<file path="src/rtl/gsSeqPkg.sv">
package gsSeqPkg;

  // Strobes from the phase control to the counting/output datapath
  typedef struct packed {
    logic advance;    // sequence running this cycle
    logic highPhase;  // current phase lies in the high half of gsclk
    logic blankWin;   // current phase lies in the blank window
    logic periodEnd;  // last phase of a grayscale period
  } seqStrobe_t;

endpackage

</file>
<file path="src/rtl/gsSeqCtrl.sv">
module gsSeqCtrl
  import gsSeqPkg::*;
#(
  parameter int DIV_RATIO    = 16,
  parameter int BLANK_CYCLES = 4,
  parameter int BLANK_OFFSET = 2
) (
  input  logic       clk,
  input  logic       rst,
  input  logic       enable,
  output seqStrobe_t strb
);

  localparam int PH_W   = $clog2(DIV_RATIO);
  localparam int HALF   = DIV_RATIO / 2;
  localparam logic [PH_W-1:0] PH_LAST   = PH_W'(DIV_RATIO - 1);
  localparam logic [PH_W-1:0] PH_HALF   = PH_W'(HALF);
  localparam logic [PH_W-1:0] PH_BSTART = PH_W'(HALF + BLANK_OFFSET);
  localparam logic [PH_W-1:0] PH_BEND   = PH_W'(HALF + BLANK_OFFSET + BLANK_CYCLES);

  logic [PH_W-1:0] phase;

  always_ff @(posedge clk) begin
    if (rst || !enable) begin
      phase <= '0;
    end else if (phase == PH_LAST) begin
      phase <= '0;
    end else begin
      phase <= phase + 1'b1;
    end
  end

  always_comb begin
    strb.advance   = enable;
    strb.highPhase = (phase < PH_HALF);
    strb.blankWin  = (phase >= PH_BSTART) && (phase < PH_BEND);
    strb.periodEnd = (phase == PH_LAST);
  end

  // phase returns to zero after the last phase of a period
  a_r2_phase_wrap: assert property (@(posedge clk) disable iff (rst)
    (enable && phase == PH_LAST) |=> (phase == '0));

  // phase advances by one inside a period
  a_r2_phase_step: assert property (@(posedge clk) disable iff (rst)
    (enable && phase != PH_LAST) |=> (phase == $past(phase) + 1'b1));

  // disabling rewinds the phase
  a_r7_phase_clear: assert property (@(posedge clk) disable iff (rst)
    !enable |=> (phase == '0));

  // the blank window sits entirely in the low phase
  a_r5_window_low: assert property (@(posedge clk) disable iff (rst)
    strb.blankWin |-> !strb.highPhase);

endmodule

</file>
<file path="src/rtl/gsSeqData.sv">
module gsSeqData
  import gsSeqPkg::*;
#(
  parameter int PULSE_COUNT  = 4096,
  parameter int BLANK_CYCLES = 4
) (
  input  logic                           clk,
  input  logic                           rst,
  input  seqStrobe_t                     strb,
  output logic                           gsclk,
  output logic                           blank,
  output logic [$clog2(PULSE_COUNT)-1:0] pulseIdx
);

  localparam int IDX_W = $clog2(PULSE_COUNT);
  localparam logic [IDX_W-1:0] IDX_LAST = IDX_W'(PULSE_COUNT - 1);
  localparam int RUN_W = $clog2(BLANK_CYCLES + 2);

  logic lastPulse;
  assign lastPulse = (pulseIdx == IDX_LAST);

  always_ff @(posedge clk) begin
    if (rst || !strb.advance) begin
      pulseIdx <= '0;
    end else if (strb.periodEnd) begin
      pulseIdx <= lastPulse ? '0 : pulseIdx + 1'b1;
    end
  end

  always_ff @(posedge clk) begin
    if (rst) begin
      gsclk <= 1'b0;
      blank <= 1'b0;
    end else begin
      gsclk <= strb.advance && strb.highPhase;
      blank <= strb.advance && strb.blankWin && lastPulse;
    end
  end

  // Checker state: length of the current blank run
  logic [RUN_W-1:0] blankRun;
  always_ff @(posedge clk) begin
    if (rst) begin
      blankRun <= '0;
    end else if (blank) begin
      blankRun <= blankRun + 1'b1;
    end else begin
      blankRun <= '0;
    end
  end

  // index wraps to zero after the last period of a group
  a_r4_idx_wrap: assert property (@(posedge clk) disable iff (rst)
    (strb.advance && strb.periodEnd && lastPulse) |=> (pulseIdx == '0));

  // index holds inside a period
  a_r3_idx_hold: assert property (@(posedge clk) disable iff (rst)
    (strb.advance && !strb.periodEnd) |=> $stable(pulseIdx));

  // blank appears only in the last period, while gsclk is low
  a_r5_blank_place: assert property (@(posedge clk) disable iff (rst)
    blank |-> (lastPulse && !gsclk));

  // blank never outlasts its width
  a_r5_blank_max: assert property (@(posedge clk) disable iff (rst)
    blank |-> (blankRun < RUN_W'(BLANK_CYCLES)));

  // an uninterrupted blank is exactly its full width
  a_r5_blank_full: assert property (@(posedge clk) disable iff (rst)
    ($fell(blank) && $past(strb.advance)) |-> (blankRun == RUN_W'(BLANK_CYCLES)));

  // disabling silences both lines
  a_r7_quiet: assert property (@(posedge clk) disable iff (rst)
    !strb.advance |=> (!gsclk && !blank && pulseIdx == '0));

endmodule

</file>
<file path="src/rtl/gsBlankSequencer.sv">
module gsBlankSequencer
  import gsSeqPkg::*;
#(
  parameter int DIV_RATIO    = 16,
  parameter int PULSE_COUNT  = 4096,
  parameter int BLANK_CYCLES = 4,
  parameter int BLANK_OFFSET = 2
) (
  input  logic                           clk,
  input  logic                           rst,
  input  logic                           enable,
  output logic                           gsclk,
  output logic                           blank,
  output logic [$clog2(PULSE_COUNT)-1:0] pulseIdx
);

  seqStrobe_t strb;

  initial begin
    a_r5_fits_low: assert (BLANK_OFFSET + BLANK_CYCLES <= DIV_RATIO / 2)
      else $error("blank window does not fit in the low phase");
  end

  gsSeqCtrl #(
    .DIV_RATIO   (DIV_RATIO),
    .BLANK_CYCLES(BLANK_CYCLES),
    .BLANK_OFFSET(BLANK_OFFSET)
  ) uCtrl (
    .clk   (clk),
    .rst   (rst),
    .enable(enable),
    .strb  (strb)
  );

  gsSeqData #(
    .PULSE_COUNT (PULSE_COUNT),
    .BLANK_CYCLES(BLANK_CYCLES)
  ) uData (
    .clk     (clk),
    .rst     (rst),
    .strb    (strb),
    .gsclk   (gsclk),
    .blank   (blank),
    .pulseIdx(pulseIdx)
  );

endmodule

</file>
<file path="config.mk">
export PLATFORM = sky130hd
export DESIGN_NAME = gsBlankSequencer
export DESIGN_NICKNAME = d
export VERILOG_FILES = /design/src/rtl/gsSeqPkg.sv /design/src/rtl/gsSeqCtrl.sv /design/src/rtl/gsSeqData.sv /design/src/rtl/gsBlankSequencer.sv
export SDC_FILE = /design/constraint.sdc
export NUM_CORES = 1
export LEC_CHECK = 0
export ABC_AREA = 0
export CAP_MARGIN = 20
export CORE_MARGIN = 3
export CORE_UTILIZATION = 51
export CTS_CLUSTER_DIAMETER = 50
export CTS_CLUSTER_SIZE = 24
export DETAILED_ROUTE_END_ITERATION = 10
export PLACE_DENSITY_LB_ADDON = 0.05
export REMOVE_ABC_BUFFERS = 1
export SYNTH_ARGS = -nofsm -noshare
export SYNTH_HDL_FRONTEND = slang
export SYNTH_SLANG_ARGS = --single-unit
</file>
<file path="constraint.sdc">
create_clock -name clk -period 2.6 [get_ports clk]
set_clock_uncertainty 0.1 [all_clocks]
set_input_delay 0.65 -clock clk [delete_from_list [all_inputs] [get_ports clk]]
set_output_delay 0.65 -clock clk [all_outputs]
set_load 0.01 [all_outputs]
</file>
# Yosys cells after proc, flatten, opt, wreduce, memory -nomap -nowiden

Index checks and enable logic that the tools add are counted.
W data, S select, Z words.

Input port bits: 3
Bits in writable memories: 0
Logic and storage cells: 19
Memory bits (read-only): 0
Flip-flop bits (word level): 18
Bits in latches: 0
Memories: 0
Output and inout bits: 14

Reductions and logical operators: 7
Div/mod/pow operators: 0
Equal/unequal tests: 2
Add/subtract/negate cells: 2
Order comparisons: 3
Muxes and demuxes: 1
Bitwise operators: 0
Shifts and indexed selects: 0
Multiply operators: 0

Operator list:

| operator                | number |
|---|---|
| $add A12 B1 Y12 const B | 1 |
| $eq A12 B12 Y1 const B  | 1 |
| $mux W12                | 1 |
| $lt A4 B4 Y1 const B    | 2 |
| $add A4 B1 Y4 const B   | 1 |
| $eq A4 B4 Y1 const B    | 1 |
| $ge A4 B4 Y1 const B    | 1 |
| $logic_and A1 B1 Y1     | 4 |
| $reduce_or A2 Y1        | 1 |
| $logic_not A1 Y1        | 1 |
| $logic_or A1 B1 Y1      | 1 |

# Logic depth before layout (Yosys ltp)

Gate-level depths: netlist (run 1).

Word-level depth: 4
Mapped depth: 5
Gate-level depth less buffers: 5

# By module

Synthesis (run 1) repeated with hierarchy kept, for this count alone.

Cells, all modules: 86
Area total of the unflattened synthesis: 793.3 um^2

Modules (own cells, without submodules):

| module    | area each (um^2) | times used | sequential area each (um^2) | cells each |
|---|---|---|---|---|
| gsSeqData | 605.6            | 1          | 280.3                       | 66 |
| gsSeqCtrl | 187.7            | 1          | 80.1                        | 20 |

# Worst setup path after synthesis (run 1)

OpenSTA, ideal clock, no wires.

Kind: register -> register
Start point: register uData.pulseIdx[0]
End point: register uData.pulseIdx[1]
Path slack: 1.008 ns
Required time: 2.372 ns
Arrival time: 1.363 ns
Clock period less this slack: 1.592 ns
Path buffers: 0
Setup time: 0.128 ns
Stages on the path, launching flop included: 6
Cell sequence: dfxtp_1 ha_1 inv_1 or4_4 nand3_1 a21oi_1

Cells in the longest elaborated chain, start to end: 2
Elaborated cells between the ends (all ways): 3
Those cells by class: add/sub (1); eq/ne (1); mux (1)

Ends and longest elaborated chain:

| element                                                  | line                             | text |
|---|---|---|
| start, declared                                          | gsSeqData.sv:12                  | `output logic [$clog2(PULSE_COUNT)-1:0] pulseIdx` |
| start signal, assigned                                   | gsSeqData.sv:26                  | `pulseIdx <= lastPulse ? '0 : pulseIdx + 1'b1;` |
| $add A12 B1 Y12 / $eq A12 B12 Y1 (equally long branches) | gsSeqData.sv:26, gsSeqData.sv:20 |  |
| $mux W12 (*)                                             | gsSeqData.sv:26                  |  |

Mark *: on every way between the ends. The rest lies on a longest branch, timed or not.
A chain may end at the register's enable or synchronous reset.

# Final worst setup path (run 1)

Start point: register uData.pulseIdx[2]
End point: output pulseIdx[2]

RTL lines:

| element       | line                   | text |
|---|---|---|
| end, declared | gsBlankSequencer.sv:14 | `output logic [$clog2(PULSE_COUNT)-1:0] pulseIdx` |

No word-level cell between the ends.

==> results of run 1 <==
-- stage by stage --
stage | std cells | power, mW
after global routing | 120 | 0.4872
after global placement | 116 | 0.3001
after detailed placement | 116 | 0.3009
after floorplan | 85 | 0.2939
after CTS | 120 | 0.4710
final | 120 | 0.4645
-- flip-flops by register name (all words and copies together) (netlist names) --
signal / flops
uData.gsclk: 1
uData.pulseIdx: 12
uData.blank: 1
uCtrl.phase: 4
-- final cells by class --
type	instances	area [sq um]
flip-flops and latches	18	360.3
fillers	126	376.6
inverters	2	7.507
clock buffers	4	36.28
well taps	15	18.77
multi-input cells	65	439.2
repair buffers	16	160.2
-- final timing paths --
check               startpoint           endpoint  slack, ps  cells after the start
min reg2reg     uCtrl.phase[0]     uCtrl.phase[0]        360                      1
max          uData.pulseIdx[2]        pulseIdx[2]        480                      1
min             uCtrl.phase[0]     uCtrl.phase[0]        360                      1
max reg2reg  uData.pulseIdx[0]  uData.pulseIdx[3]        790                      4
-- cells by family after synthesis --
logic type / synth area share, %
and+or+nand+nor: 31.96
xor gates and xnor gates: 12.84
adders and majority gates: 3.058
AOI/OAI and AO/OA: 5.810
buffers and inverters: 2.294
DFF: 44.04
-- per-layer routing --
layer / vias to the layer above / track usage (%) / routed length [microns]
met2: 18 / 25.00 / 661
met3: 5 / 4.688 / 65
met5: - / 0 / 0
met1: 297 / 23.99 / 783
li1: 342 / - / -
met4: 0 / 10.23 / 41
-- worst register-to-register path, delay by kind of cell (launching register included) --
family	cells	cell delay [ps]
adders and majority gates	1	250
AOI/OAI and AO/OA	1	450
and+or+nand+nor	2	430
DFF	1	470
-- power by group --
part,switching [mW],leakage (nW),internal (mW)
clock,0.0850,0.0210,0.0854
combinational,0.00712,0.201,0.00768
sequential,0.00149,0.146,0.278
total,0.0936,0.368,0.371
-- cell usage after synthesis, types with 2 or more instances --
library cell,n
xor2_1,5
and3_1,2
nor4_1,3
nand3_1,6
xnor2_1,7
nor3_1,3
nand2_1,7
inv_1,2
dfxtp_1,18
nor2_1,15
a21oi_1,3
nand4_4,2
nand4_1,3
ha_1,2
==> run metrics, run 1 <==
Final Core Density 73.08%; most common cell after layout, fill and taps aside dfxtp_1; Worst setup SP type flop; CP endpoint kind primary output; setup tns final 0 ps; Yosys top cell by area dfxtp_1; Longest Clk Path Bufs 2; vias in the first global route 603; Hold Fails Final Rpt 0; final instance area 1022 sq um; clock root buffer clkbuf_4; Antenna Violating Nets Remaining 0; GRT overflow 0; Syn Area/Cell 9.406 sq um; Worst path max stage delay 600 ps; YS warnings 0; Die W 46.06 microns; count of pins over their slew limit 0; Worst-Margin Slew 405.2 ps; Die ar. 2121 sq um; Buffers on Ports 16; ys async rst share 0%; CTS resizes 0; fin crit share 81.59%; FF+latch count, synth 18; largest net degree at the start of global routing 11; pre-CTS setup slack 791.8 ps; global-route wire length before repair 2635 microns; Final nets 111; Die Y-Extent 46.06 microns; post-CTS setup buffer count 0; Setup-failing EPs final 0; peak fanout along the critical path 6; crit path cell chain clkdlybuf4s50_1; Via-to-Cell Ratio 5.517; RSZ-0062 raised after global routing false; Post-Syn Instances 87; initial antenna violation count 0; arrival time at the worst endpoint 1370 ps; initial DRC count 6; Final Wtd Congestion 0.7736; Bufs and invs on worst path 1; Yosys top cell area share 44.04%; fraction of layout cells with a size suffix above 1 8.571%; Ant. Diodes 0; number of synthesized flops with an enable pin 0; Yosys cell types 23; synth top area cells dfxtp_1, xnor2_1, nor2_1; Max Fclk 0.4714 GHz; P&R area growth vs syn 24.92%; Crit path max-delay family buffers and inverters; Max Cap Viol 0; most frequent cells in the layout dfxtp_1, clkdlybuf4s50_1, nor2_1; DP HPWL 1139 microns; I/O pin count 17; Slowest-stage cell, CP clkdlybuf4s50_1; CTS tree built; hold slack 355.5 ps; GRT Util Overall 17.73%; PD cells 454.4 nW/um^2; Max rail drop VDD 0.0003321 V; post-synthesis sequential area ratio 44.04%; synthesized area 818.3 sq um; Starting Density 58.50%; Hold Crit Class reg2reg; DRT Wirelength 1552 microns; drt first pass iters 4; Clk pin slew, worst setup/hold paths 100 ps; CTS Buf Count 3; via count 662; Placement Cell Area 985.9 sq um; fin crit period 2121 ps; CTS sink cnt 18; Worst Path Required 1850 ps; Top FF cell, synth dfxtp_1; drt wl/cell 12.93 microns; Slew HR 72.89%; CTS H-tree depth 1; number of cell rows 13; Clk Latency, worst-skew pair 290 ps; final worst slack 478.7 ps; status finished clean; Crit Path Category reg2out; drt drc 0; Post-CTS Hold Buffers 0; P_leak 0.3678 nW; Core Box Area 1399 sq um
(Power assumes the default switching activity.)
==> inputs of run 2 (changes only) <==
CORE_UTILIZATION = 48   (was 51)
clock period = 2 ns   (was 2.6 ns; I/O delays follow)
==> run 2 against run 1 <==
Net effect:
- worst setup slack worse by 430 ps
- cell count up 2.5%
- total power is 32% higher
- hold slack worse by 2.3 ps
- via count is 0.76% higher
- core utilization shrank 6.2 points
- final area up 2.0%
- first-iteration DRC count grew 120%
- critical endpoint is now pulseIdx[3]
- largest cell class unchanged
==> run metrics, run 2 (synthesis gave the netlist of run 1 again) <==
PD cells 586.7 nW/um^2 (+29%); number of flip-flops under the largest register name 12 (unchanged); Placement Cell Area 1002 sq um (+1.6%); Clk pin slew, worst setup/hold paths 110 ps (about the same); Largest Register uData.pulseIdx; global-route wire length before repair 2684 microns (+1.9%); Worst path max stage delay 580 ps (-20 ps); initial antenna violation count 0 (unchanged); Slew HR 73.60% (+0.71 points); final worst slack 53.05 ps (-425.6 ps); Crit path max-delay family buffers and inverters; Buffers on Ports 16 (unchanged); Setup-failing EPs final 0 (unchanged); initial DRC count 13 (+7); Pwr Total 0.6114 mW (+32%); Bufs and invs on worst path 1 (unchanged); CTS tree built; CTS sink cnt 18 (unchanged); min-delay src uCtrl.phase[0]; Final nets 113 (+1.8%); fin crit share 97.35%; drt wl/cell 12.74 microns (-1.5%); most common cell after layout, fill and taps aside clkdlybuf4s50_1; met1 global-route usage 23.57% (-0.42 points); most frequent cells in the layout clkdlybuf4s50_1, nor2_1, dfxtp_1; top flop regs uData.pulseIdx: 12 flops, uCtrl.phase: 4 flops; final non-filler cell total 123 (+2.5%); Max Fclk 0.5136 GHz; r2r endpoint uData.pulseIdx[7]; CTS H-tree depth 1 (unchanged); worst reg-to-reg path cell count 4 (unchanged); Hold Crit Class reg2reg; largest net degree at the start of global routing 11 (unchanged); Die ar. 2236 sq um (+5.4%); Max rail drop VDD 0.0004390 V (+32%); DRT Wirelength 1567 microns (+0.97%); count of pins over their slew limit 0 (unchanged); DP HPWL 1162 microns (+2.0%); met3 Use GR 4.598% (-0.090 points); I/O pin count 17 (unchanged); Final Core Density 66.85% (-6.2 points); fin crit period 1947 ps; peak fanout along the critical path 5 (-1); Worst Path Required 1400 ps (-450 ps); CP endpoint kind primary output; Slowest-stage cell, CP clkdlybuf4s50_1; crit path cell chain clkdlybuf4s50_1; Ant. Diodes 0 (unchanged); Worst setup SP type flop; GRT Util Overall 17.87% (+0.13 points); Core Box Area 1559 sq um (+11%); drt first pass iters 4 (unchanged); Longest Clk Path Bufs 2 (unchanged); depth of the worst hold-timing path 1 (unchanged); Worst-Margin Slew 394.6 ps (-10.55 ps); r2r setup slk 340 ps (-450 ps); status finished clean; Starting Density 52.49% (-6.0 points); clock root buffer clkbuf_4; arrival time at the worst endpoint 1350 ps (-20 ps); CTS Buf Count 3 (unchanged); Final Wtd Congestion 0.8206 (+6.1%); post-CTS setup buffer count 0 (unchanged); Crit Path Category reg2out; fraction of layout cells with a size suffix above 1 13.08% (+4.5 points); Inst Count DP 119 (+2.6%); drt drc 0 (unchanged); setup tns final 0 ps (unchanged); Die Y-Extent 47.29 microns (+2.7%); number of cell rows 14 (+1); via count 667 (+0.76%); Die W 47.29 microns (+2.7%); Post-CTS Hold Buffers 0 (unchanged); vias in the first global route 614 (+1.8%); Antenna Violating Nets Remaining 0 (unchanged); GR Util met2 25.40% (+0.40 points); final instance area 1042 sq um (+2.0%); Via-to-Cell Ratio 5.423 (-1.7%); pre-CTS setup slack 339.0 ps (-452.8 ps); busiest grt layer met2; Max Cap Viol 0 (unchanged); Critical R2R Launch uCtrl.phase[1]; Hold Fails Final Rpt 0 (unchanged); P&R area growth vs syn 27.37%; WHS Endpoint uCtrl.phase[0]; Clk Latency, worst-skew pair 300 ps (about the same); P_leak 0.3803 nW (+3.4%); RSZ-0062 raised after global routing false; GRT overflow 0 (unchanged); hold slack 353.2 ps (-2.309 ps)
-- run 2: changes by cell type in the layout (fill, tap and decap cells not counted), sizes merged --
| cell | change |
|---|---|
| buf | +2 |
-- run 2: worst max-delay path by stage --
stage | startpoint | endpoint | slack, ps | depth (start not counted)
after floorplan | uData.pulseIdx[0] | uData.pulseIdx[1] | 410 | 5
after global routing | uData.pulseIdx[8] | pulseIdx[8] | 3 | 1
after CTS | uData.pulseIdx[2] | pulseIdx[2] | 5 | 1
final | uData.pulseIdx[3] | pulseIdx[3] | 50 | 1
after global placement | uData.pulseIdx[2] | pulseIdx[2] | 340 | 1
after detailed placement | uCtrl.phase[1] | uData.pulseIdx[4] | 340 | 4
-- run 2: repair_timing --
item / 4_1_cts / 5_1_grt
resized for setup: 0 / 3
endpoints found under the setup margin: 0 / 3
hold endpoints to repair: 0 / 0
-- run 2: layer usage --
metal  wire, microns  part of all wire, %
met2             700                   45
met5               0                    0
met1             734                   47
met4              41                  2.6
met3              91                  5.8
-- run 2: power breakdown --
part | total [mW] | internal (mW) | switching [mW] | leakage (nW)
combinational | 0.0190 | 0.00996 | 0.00907 | 0.212
clock | 0.229 | 0.111 | 0.118 | 0.0210
sequential | 0.363 | 0.361 | 0.00187 | 0.147
total | 0.611 | 0.482 | 0.129 | 0.380
-- run 2: cell type report --
cell class	count	area (sq um)
Clock buffer	4	36.28
Fill cell	135	516.7
Inverter	2	7.507
Multi-Input combinational cell	65	439.2
Sequential cell	18	364.1
Tap cell	16	20.02
Timing Repair Buffer	18	175.2
